<file path="src/rtl/fbg_pkg.sv">
package fbg_pkg;
  localparam int unsigned INT_W  = 16;
  localparam int unsigned FRAC_W = 6;
endpackage

</file>
<file path="src/rtl/fbg_div_stage.sv">
module fbg_div_stage #(
  parameter int unsigned INT_W  = fbg_pkg::INT_W,
  parameter int unsigned FRAC_W = fbg_pkg::FRAC_W
) (
  input  logic              clk_i,
  input  logic              rst_ni,
  input  logic              int_wr_i,
  input  logic [INT_W-1:0]  int_i,
  input  logic              frac_wr_i,
  input  logic [FRAC_W-1:0] frac_i,
  input  logic              char_done_i,
  output logic [INT_W-1:0]  stg_int_o,
  output logic [INT_W-1:0]  act_int_o,
  output logic [FRAC_W-1:0] act_frac_o,
  output logic              apply_o
);
  logic [INT_W-1:0]  stg_int_q, act_int_q;
  logic [FRAC_W-1:0] stg_frac_q, act_frac_q;
  logic              pend_q;

  assign apply_o = char_done_i & pend_q;

  always_ff @(posedge clk_i or negedge rst_ni) begin
    if (!rst_ni) begin
      stg_int_q  <= '0;
      stg_frac_q <= '0;
      act_int_q  <= '0;
      act_frac_q <= '0;
      pend_q     <= 1'b0;
    end else begin
      if (int_wr_i)  stg_int_q  <= int_i;
      if (frac_wr_i) stg_frac_q <= frac_i;
      if (apply_o) begin
        act_int_q  <= stg_int_q;
        act_frac_q <= stg_frac_q;
      end
      // a write in the loading cycle stays pending for the next boundary
      if (int_wr_i || frac_wr_i) pend_q <= 1'b1;
      else if (apply_o)          pend_q <= 1'b0;
    end
  end

  assign stg_int_o  = stg_int_q;
  assign act_int_o  = act_int_q;
  assign act_frac_o = act_frac_q;
endmodule

</file>
<file path="src/rtl/fbg_div_check.sv">
module fbg_div_check #(
  parameter int unsigned INT_W  = fbg_pkg::INT_W,
  parameter int unsigned FRAC_W = fbg_pkg::FRAC_W
) (
  input  logic [INT_W-1:0]  act_int_i,
  input  logic [FRAC_W-1:0] act_frac_i,
  output logic              invalid_o,
  output logic              abort_o,
  output logic              run_o
);
  localparam logic [INT_W-1:0] INT_MAX = '1;

  always_comb begin
    invalid_o = (act_int_i == '0);
    abort_o   = (act_int_i == INT_MAX) && (act_frac_i != '0);
    run_o     = !invalid_o && !abort_o;
  end
endmodule

</file>
<file path="src/rtl/fbg_phase.sv">
module fbg_phase #(
  parameter int unsigned INT_W  = fbg_pkg::INT_W,
  parameter int unsigned FRAC_W = fbg_pkg::FRAC_W
) (
  input  logic              clk_i,
  input  logic              rst_ni,
  input  logic              apply_i,
  input  logic              run_i,
  input  logic [INT_W-1:0]  stg_int_i,
  input  logic [INT_W-1:0]  act_int_i,
  input  logic [FRAC_W-1:0] act_frac_i,
  output logic [INT_W-1:0]  cnt_o,
  output logic              tick_o
);
  localparam logic [INT_W-1:0] ONE = INT_W'(1);

  logic [INT_W-1:0]  cnt_q;
  logic [FRAC_W-1:0] acc_q;
  logic [FRAC_W:0]   acc_sum;
  logic [INT_W-1:0]  reload;
  logic              tick_q;

  always_comb begin
    acc_sum = {1'b0, acc_q} + {1'b0, act_frac_i};
    // wrap of the accumulator stretches the next period by one clock
    reload  = act_int_i - ONE + INT_W'(acc_sum[FRAC_W]);
  end

  always_ff @(posedge clk_i or negedge rst_ni) begin
    if (!rst_ni) begin
      cnt_q  <= '0;
      acc_q  <= '0;
      tick_q <= 1'b0;
    end else if (apply_i) begin
      cnt_q  <= stg_int_i - ONE;
      acc_q  <= '0;
      tick_q <= 1'b0;
    end else begin
      tick_q <= run_i && (cnt_q == '0);
      if (run_i) begin
        if (cnt_q == '0) begin
          cnt_q <= reload;
          acc_q <= acc_sum[FRAC_W-1:0];
        end else begin
          cnt_q <= cnt_q - ONE;
        end
      end
    end
  end

  assign cnt_o  = cnt_q;
  assign tick_o = tick_q;
endmodule

</file>
<file path="src/rtl/frac_baud_gen.sv">
module frac_baud_gen #(
  parameter int unsigned INT_W  = fbg_pkg::INT_W,
  parameter int unsigned FRAC_W = fbg_pkg::FRAC_W
) (
  input  logic              clk_i,
  input  logic              rst_ni,
  input  logic              div_int_wr_i,
  input  logic [INT_W-1:0]  div_int_i,
  input  logic              div_frac_wr_i,
  input  logic [FRAC_W-1:0] div_frac_i,
  input  logic              char_done_i,
  output logic              tick_o,
  output logic              invalid_o,
  output logic              abort_o
);
  logic [INT_W-1:0]  stg_int, act_int, cnt;
  logic [FRAC_W-1:0] act_frac;
  logic              apply, run;

  fbg_div_stage #(.INT_W(INT_W), .FRAC_W(FRAC_W)) u_stage (
    .clk_i       (clk_i),
    .rst_ni      (rst_ni),
    .int_wr_i    (div_int_wr_i),
    .int_i       (div_int_i),
    .frac_wr_i   (div_frac_wr_i),
    .frac_i      (div_frac_i),
    .char_done_i (char_done_i),
    .stg_int_o   (stg_int),
    .act_int_o   (act_int),
    .act_frac_o  (act_frac),
    .apply_o     (apply)
  );

  fbg_div_check #(.INT_W(INT_W), .FRAC_W(FRAC_W)) u_check (
    .act_int_i  (act_int),
    .act_frac_i (act_frac),
    .invalid_o  (invalid_o),
    .abort_o    (abort_o),
    .run_o      (run)
  );

  fbg_phase #(.INT_W(INT_W), .FRAC_W(FRAC_W)) u_phase (
    .clk_i      (clk_i),
    .rst_ni     (rst_ni),
    .apply_i    (apply),
    .run_i      (run),
    .stg_int_i  (stg_int),
    .act_int_i  (act_int),
    .act_frac_i (act_frac),
    .cnt_o      (cnt),
    .tick_o     (tick_o)
  );
endmodule

</file>
<file path="config.mk">
export PLATFORM = sky130hd
export DESIGN_NAME = frac_baud_gen
export DESIGN_NICKNAME = d
export VERILOG_FILES = /design/src/rtl/fbg_pkg.sv /design/src/rtl/fbg_div_stage.sv /design/src/rtl/fbg_div_check.sv /design/src/rtl/fbg_phase.sv /design/src/rtl/frac_baud_gen.sv
export SDC_FILE = /design/constraint.sdc
export NUM_CORES = 1
export LEC_CHECK = 0
export CORE_UTILIZATION = 40
export CTS_CLUSTER_DIAMETER = 150
export CTS_CLUSTER_SIZE = 8
export DETAILED_ROUTE_END_ITERATION = 8
export DONT_BUFFER_PORTS = 1
export GPL_TIMING_DRIVEN = 0
export SYNTH_ARGS = -nofsm -noshare
export SYNTH_HDL_FRONTEND = slang
export SYNTH_SLANG_ARGS = --single-unit
export TNS_END_PERCENT = 10
</file>
<file path="constraint.sdc">
create_clock -name clk_i -period 8.2 [get_ports clk_i]
set_clock_uncertainty 0.2 [all_clocks]
set_input_delay 1.64 -clock clk_i [delete_from_list [all_inputs] [get_ports clk_i]]
set_output_delay 1.64 -clock clk_i [all_outputs]
set_load 0.005 [all_outputs]
</file>
==> metrics.yaml, run 1 <==
job:
  timing.max_cap.violations: 0
floorplanning:
  dieWidth_um: 102.3
  io_pins: 30
  die_height_um: 102.3
  num_rows: 36
  die-area_mm2: 0.01046
  fp.coreArea_mm2: 0.009774
  start_util: 0.4117
sta:
  final.min_clock_period_ps: 4047
  grt_setup_unrepaired: "no"
  fmax_ghz: 0.2471
  final-max-slew-violation-count: 0
  tightest_slew_ps: 890.9
  max_slew_margin: 0.3977
  final.period_utilization: 0.4935
  hold_viol: 0
  setup_viol: 0
  fin_tns_setup_ps: 0
worst_setup_path:
  setup.worst_path.end_class: "output port"
  setup.worst_path.class: "flip-flop to output port"
  cp_max_fo: 8
  cp.arrival_ps: 2210
  path_cells: "or4_1 > nor3_2 > nand3_1 > inv_1"
  critPathLaunchType: "flip-flop"
  cp_top_family: "simple AND/OR/NAND/NOR gates"
  worst_ep_required_time_ps: 6360
  slowest_stage: "sky130_fd_sc_hd__or4_1"
  worstPathBufferInverterCount: 1
  cp_slowest_stage_delay_ps: 640
global_routing:
  globalRouteMet1Util: 0.3135
  global_route_wire_length_before_repair_um: 16570
  grt_use_met2: 0.3061
  grt_util_all_layers: 0.2139
  grt_overflow_total: 0
  largest_net_degree_at_the_start_of_global_routing: 69
  antenna_found_initial: 0
  via_count_of_the_first_global_routing_pass: 3172
  grt-busiest-layer: "met1"
  gr-usage-met3: 0.03420
pwr:
  cellLeakagePower_nw: 1.835
  power_after_layout_mw: 0.9043
  power.ir.vdd_worst_v: 0.0001164
  p_clk_frac: 0.315
  power_per_cell_area_mw_per_mm2: 205.9
  power.share.combinational: 0.207
  power.share.switching: 0.3260
  internal_power_mw: 0.6096
  relative_contribution_of_sequential_cells_to_total_power: 0.478
  switchingPower_mw: 0.2948
place:
  place.detailed.hpwl_um: 7060
  numPortBuffers: 0
  finalWeightedCongestion: 0.9276
clock_network:
  cts.sinks: 68
  insertion_delay_ps: 360
  cts_tree: "built"
  ctsResizeCount: 0
  post-cts-setup-buffer-count: 0
  cts_hold_buf: 0
  cts-root-to-sink-buffers: 2
  numCtsBuffers: 9
  clock_root_buffer: "sky130_fd_sc_hd__clkbuf_8"
  clk_pin_slew_worst_paths_ps: 70
  htree_levels: 3
finish:
  seq_area_mm2: 0.001702
  area.growth.synth_to_final_pct: 9.142
  fillers: 977
  share_of_layout_cells_above_drive_strength_1: 0.1166
  fin_nets: 497
  antennaDiodeCount: 0
  multi_input_area_mm2: 0.002166
routing:
  num_vias: 3199
  wl_per_cell_um: 16.65
  post_drt_via_cell_ratio: 5.367
  route.final.wire_length_um: 9921
  detail-route-antenna-nets: 0
  drtIter0Drc: 309
  post_route_drc: 0
  drt-pass1-iter-count: 5
yosys:
  yosys_most_used_dff: "sky130_fd_sc_hd__dfrtp_1"
  synth-warning-count: 0
  syn-num-nets: 486
  synth_cell_types: 51
  netlist_instances: 447
  synth_seq_cells: 68
  syn_area_per_cell_um2: 9.002
  syn-cell-area_mm2: 0.004024
  async_reset_ff_frac: 1.000
  synth_enable_flop_cells: 0
  yosysSeqAreaShare: 0.4229
outcome:
  outcome: "finished clean"
worst_hold_path:
  kind_of_path_behind_the_tightest_hold_check: "flip-flop to flip-flop"
-- Yosys cell counts, types with 3 or more instances --
master,n,area share
sky130_fd_sc_hd__a21oi_1,21,0.026
sky130_fd_sc_hd__a22oi_1,4,0.0075
sky130_fd_sc_hd__a31oi_1,5,0.0078
sky130_fd_sc_hd__buf_2,5,0.0062
sky130_fd_sc_hd__clkbuf_1,19,0.018
sky130_fd_sc_hd__dfrtp_1,68,0.42
sky130_fd_sc_hd__ha_1,11,0.034
sky130_fd_sc_hd__inv_1,15,0.014
sky130_fd_sc_hd__mux2_2,21,0.059
sky130_fd_sc_hd__mux2i_1,3,0.0075
sky130_fd_sc_hd__nand2_1,95,0.089
sky130_fd_sc_hd__nand3_1,17,0.021
sky130_fd_sc_hd__nand3b_1,3,0.0056
sky130_fd_sc_hd__nand4_1,7,0.011
sky130_fd_sc_hd__nor2_1,24,0.022
sky130_fd_sc_hd__nor3_1,7,0.0087
sky130_fd_sc_hd__nor3_2,3,0.0075
sky130_fd_sc_hd__nor4_1,12,0.019
sky130_fd_sc_hd__o211ai_1,11,0.021
sky130_fd_sc_hd__o21ai_0,10,0.012
sky130_fd_sc_hd__o31ai_1,3,0.0056
sky130_fd_sc_hd__or3_1,4,0.0062
sky130_fd_sc_hd__or4_1,6,0.011
sky130_fd_sc_hd__xnor2_1,18,0.039
sky130_fd_sc_hd__xor2_1,20,0.044
-- stage by stage --
| step | std cells | instance area [um2] | setup WS, ps | utilization | hold WS, ps |
|---|---|---|---|---|---|
| floorplan | 447 | 4024 | 4869 | - | 234.8 |
| global placement | 580 | 4190 | 4569 | 0.4287 | 250.0 |
| detailed placement | 580 | 4190 | 4564 | 0.4287 | 252.0 |
| CTS | 596 | 4392 | 4151 | 0.4493 | 271.2 |
| global route | 596 | 4392 | 4064 | 0.4493 | 306.5 |
| finish | 596 | 4392 | 4153 | 0.4493 | 274.0 |
-- sequential cells by signal, indices dropped and copies added (netlist names) --
signal	flops
u_stage.pend_q	1
u_phase.cnt_o	16
u_stage.stg_frac_q	6
u_stage.act_int_o	16
u_phase.acc_q	6
u_phase.tick_o	1
u_stage.stg_int_o	16
u_stage.act_frac_o	6
-- final timing paths --
kind,startpoint,end,slack [ps],cells past startpoint
max,u_stage.act_int_o[9]$_DFFE_PN0P_,invalid_o,4150,4
min in group asynchronous,rst_ni,u_phase.cnt_o[15]$_DFFE_PN0P_,760,0
min,u_stage.stg_frac_q[3]$_DFFE_PN0P_,u_stage.act_frac_o[3]$_DFFE_PN0P_,270,2
max in group asynchronous,rst_ni,u_phase.cnt_o[10]$_DFFE_PN0P_,6890,0
min reg2reg,u_stage.stg_frac_q[3]$_DFFE_PN0P_,u_stage.act_frac_o[3]$_DFFE_PN0P_,270,2
max reg2reg,u_stage.act_frac_o[0]$_DFFE_PN0P_,u_phase.cnt_o[7]$_DFFE_PN0P_,4590,13
-- metal layers --
metal  wire length (um)  up-vias
met5                  0        -
met1               4882     1493
met2               4382       96
met3                410       20
met4                245        0
li1                   -     1590
-- worst reg2reg max path: cells and delay by family, from the launching register on --
kind                     cells  cell delay, ps
AO/OA/AOI/OAI                7            1250
XOR/XNOR                     1             150
adder cells (fa/ha/maj)      3             860
flip-flops                   1             410
AND/OR/NAND/NOR              2             620
-- cell usage in the layout, fill, tap and decap left out, types with 4 or more instances in the layout --
cell,count
sky130_fd_sc_hd__nor3_1,7
sky130_fd_sc_hd__dfrtp_1,68
sky130_fd_sc_hd__nor2_1,24
sky130_fd_sc_hd__a22oi_1,4
sky130_fd_sc_hd__xor2_1,20
sky130_fd_sc_hd__nand2_1,95
sky130_fd_sc_hd__clkbuf_8,10
sky130_fd_sc_hd__o211ai_1,11
sky130_fd_sc_hd__mux2_2,21
sky130_fd_sc_hd__or3_1,4
sky130_fd_sc_hd__nand4_1,7
sky130_fd_sc_hd__nor4_1,12
sky130_fd_sc_hd__o21ai_0,10
sky130_fd_sc_hd__a31oi_1,5
sky130_fd_sc_hd__buf_2,5
sky130_fd_sc_hd__inv_1,15
sky130_fd_sc_hd__xnor2_1,18
sky130_fd_sc_hd__a21oi_1,21
sky130_fd_sc_hd__clkbuf_1,19
sky130_fd_sc_hd__ha_1,11
sky130_fd_sc_hd__or4_1,6
sky130_fd_sc_hd__nand3_1,17
-- final cells by class --
| cell class | instances | area share |
|---|---|---|
| inverters | 15 | 0.01282 |
| clock buffers | 10 | 0.03134 |
| multi-input cells | 339 | 0.4932 |
| plain buffers | 25 | 0.02279 |
| flip-flops and latches | 68 | 0.3875 |
| clock inverters | 6 | 0.01453 |
| well taps | 133 | 0.03789 |
-- logic make-up (layout without fill, tap and decap cells) --
logic type | Yosys count | after routing | share of synthesized area
adders and majority gates | 12 | 12 | 0.03918
DFF | 68 | 68 | 0.4229
and+or+nand+nor | 192 | 192 | 0.2276
AOI/OAI and AO/OA | 72 | 72 | 0.1197
buffers and inverters | 40 | 56 | 0.03887
muxes | 25 | 25 | 0.06903
xor gates and xnor gates | 38 | 38 | 0.08271
-- power by group through the flow --
stage	Sequential [mW]	Clock [mW]	Combinational [mW]
finish	0.433	0.285	0.187
global route	0.441	0.307	0.211
CTS	0.432	0.291	0.186
detailed placement	0.438	0	0.185
global placement	0.437	0	0.182
floorplan	0.424	0	0.150
No activity file was read; power rests on OpenSTA's default activity.
==> run 2: changes to the inputs <==
==> constraint.sdc (replaced) <==
create_clock -name clk_i -period 4.15 [get_ports clk_i]
set_clock_uncertainty 0.2 [all_clocks]
set_input_delay 0.83 -clock clk_i [delete_from_list [all_inputs] [get_ports clk_i]]
set_output_delay 0.83 -clock clk_i [all_outputs]
set_load 0.005 [all_outputs]
==> run 2 against run 1 <==
Effect of this change: cell area increased by 0.63%; count of clock-buffer cells in the layout unchanged; power increased by 100%; non-clock buffer count increased by 1; sequential power increased by 97%; routed wire length increased by 0.74%; critical path depth increased by 9; critical endpoint is now u_phase.cnt_o[7]$_DFFE_PN0P_.
==> metrics.yaml, run 2 (same netlist as run 1, synthesis figures left out) <==
global_routing:
  grt_util_all_layers: 0.2140
  largest_net_degree_at_the_start_of_global_routing: 69
  via_count_of_the_first_global_routing_pass: 3172
  antenna_found_initial: 0
  grt_overflow_total: 0
  global_route_wire_length_before_repair_um: 16550
job:
  timing.max_cap.violations: 0
sta:
  setup_viol: 0
  tightest_slew_ps: 890.6
  max_slew_margin: 0.3979
  final-max-slew-violation-count: 0
  worst_hold_slack_ps: 117.8
  fin_ws_ps: 533.5
  final.min_clock_period_ps: 3616
  grt_setup_unrepaired: "no"
  hold_viol: 0
  fmax_ghz: 0.2765
  final.period_utilization: 0.8714
  fin_tns_setup_ps: 0
clock_network:
  htree_levels: 3
  clk_pin_slew_worst_paths_ps: 80
  insertion_delay_ps: 360
  cts-root-to-sink-buffers: 2
  cts.sinks: 68
  numCtsBuffers: 9
  clock_root_buffer: "sky130_fd_sc_hd__clkbuf_8"
  cts_tree: "built"
  post-cts-setup-buffer-count: 0
  ctsResizeCount: 0
floorplanning:
  dieWidth_um: 102.3
  die-area_mm2: 0.01046
  start_util: 0.4117
  io_pins: 30
  fp.coreArea_mm2: 0.009774
  num_rows: 36
  die_height_um: 102.3
worst_setup_path:
  setup.worst_path.class: "flip-flop to flip-flop"
  cp_max_fo: 4
  path_cells: "ha_1 > fa_1 > a21oi_1 > o21ai_0 > a21o_1 > a21oi_1 > ha_1 > nand2b_1 > nor3_1 > xor2_1 > o31ai_1 > a31oi_1 > a31o_1"
  cp_depth: 13
  cp.arrival_ps: 3670
  worst_ep_required_time_ps: 4200
  slowest_stage: "sky130_fd_sc_hd__nor3_1"
  cp_top_family: "compound AO/OA/AOI/OAI gates"
  r2r.worst_path.cells: 13
  worstPathBufferInverterCount: 0
  critPathLaunchType: "flip-flop"
  setup.worst_path.end_class: "flip-flop"
  cp_slowest_stage_delay_ps: 470
pwr:
  power_per_cell_area_mw_per_mm2: 408.8
  internal_power_mw: 1.207
  power_after_layout_mw: 1.807
  relative_contribution_of_sequential_cells_to_total_power: 0.473
  switchingPower_mw: 0.5994
  power.ir.vdd_worst_v: 0.0002301
  power.share.switching: 0.3318
  power.share.combinational: 0.213
  cellLeakagePower_nw: 1.847
  p_clk_frac: 0.313
finish:
  fin_nets: 498
  antennaDiodeCount: 0
  final_core_util: 0.4521
  layout_common_cells: "sky130_fd_sc_hd__nand2_1, sky130_fd_sc_hd__dfrtp_1, sky130_fd_sc_hd__nor2_1, sky130_fd_sc_hd__a21oi_1, sky130_fd_sc_hd__mux2_2"
  number_of_non_filler_instances_in_the_completed_layout: 597
  fin_area_mm2: 0.004419
  commonest_non_fill_non_tap_cell_in_the_layout: "sky130_fd_sc_hd__nand2_1"
  share_of_layout_cells_above_drive_strength_1: 0.1185
  area.growth.synth_to_final_pct: 9.826
place:
  preCtsSetupSlack_ps: 587.4
  placement.cell_area_mm2: 0.004190
  finalWeightedCongestion: 0.9276
  placed_cells_incl_taps: 580
  place.detailed.hpwl_um: 7060
  numPortBuffers: 0
routing:
  post_route_drc: 0
  drtIter0Drc: 307
  num_vias: 3200
  detail-route-antenna-nets: 0
  drt-pass1-iter-count: 5
  route.final.wire_length_um: 9994
  wl_per_cell_um: 16.74
  post_drt_via_cell_ratio: 5.360
worst_hold_path:
  kind_of_path_behind_the_tightest_hold_check: "input port to async pin"
outcome:
  outcome: "finished clean"
## run 2: area by class of cell
type,count,area (um2)
Multi-Input combinational cell,339,2166
Clock inverter,6,63.81
Sequential cell,68,1702
Timing Repair Buffer,1,27.53
Inverter,15,56.30
Clock buffer,10,137.6
Fill cell,975,5355
Buffer,25,100.1
Tap cell,133,166.4
## run 2: worst register-to-register path, stage by stage, from the launching register on
cell and delay (ps):
sky130_fd_sc_hd__dfrtp_1 410, sky130_fd_sc_hd__ha_1 240, sky130_fd_sc_hd__fa_1 410, sky130_fd_sc_hd__a21oi_1 140
sky130_fd_sc_hd__o21ai_0 140, sky130_fd_sc_hd__a21o_1 200, sky130_fd_sc_hd__a21oi_1 170, sky130_fd_sc_hd__ha_1 210
sky130_fd_sc_hd__nand2b_1 130, sky130_fd_sc_hd__nor3_1 470, sky130_fd_sc_hd__xor2_1 140, sky130_fd_sc_hd__o31ai_1 360
sky130_fd_sc_hd__a31oi_1 70, sky130_fd_sc_hd__a31o_1 210
## run 2: what timing repair did
action,CTS,global route
hold buffers,1,0
endpoints found under the setup margin,0,0
endpoints found under the hold margin,68,0
## run 2: routing by layer
metal / track usage / part of all wire
met5: 0 / 0
met4: 0.09890 / 0.019
met3: 0.03146 / 0.040
met2: 0.3092 / 0.44
met1: 0.3148 / 0.50
## run 2: final timing paths
check	from	end	slack [ps]
max reg2reg	u_stage.act_frac_o[0]$_DFFE_PN0P_	u_phase.cnt_o[7]$_DFFE_PN0P_	530
min reg2reg	u_stage.stg_frac_q[3]$_DFFE_PN0P_	u_stage.act_frac_o[3]$_DFFE_PN0P_	270
min in group clk_i	u_stage.stg_frac_q[3]$_DFFE_PN0P_	u_stage.act_frac_o[3]$_DFFE_PN0P_	270
max in group asynchronous	rst_ni	u_stage.act_int_o[13]$_DFFE_PN0P_	3300
min	rst_ni	u_phase.tick_o$_DFF_PN0_	120
max	u_stage.act_frac_o[0]$_DFFE_PN0P_	u_phase.cnt_o[7]$_DFFE_PN0P_	530
## run 2: power by group through the flow
stage	logic, mW	registers, mW	clock network [mW]
2_1_floorplan	0.296	0.837	0
3_3_place_gp	0.360	0.864	0
3_5_place_dp	0.365	0.866	0
4_1_cts	0.384	0.853	0.575
5_1_grt	0.436	0.872	0.607
6_report	0.386	0.855	0.566
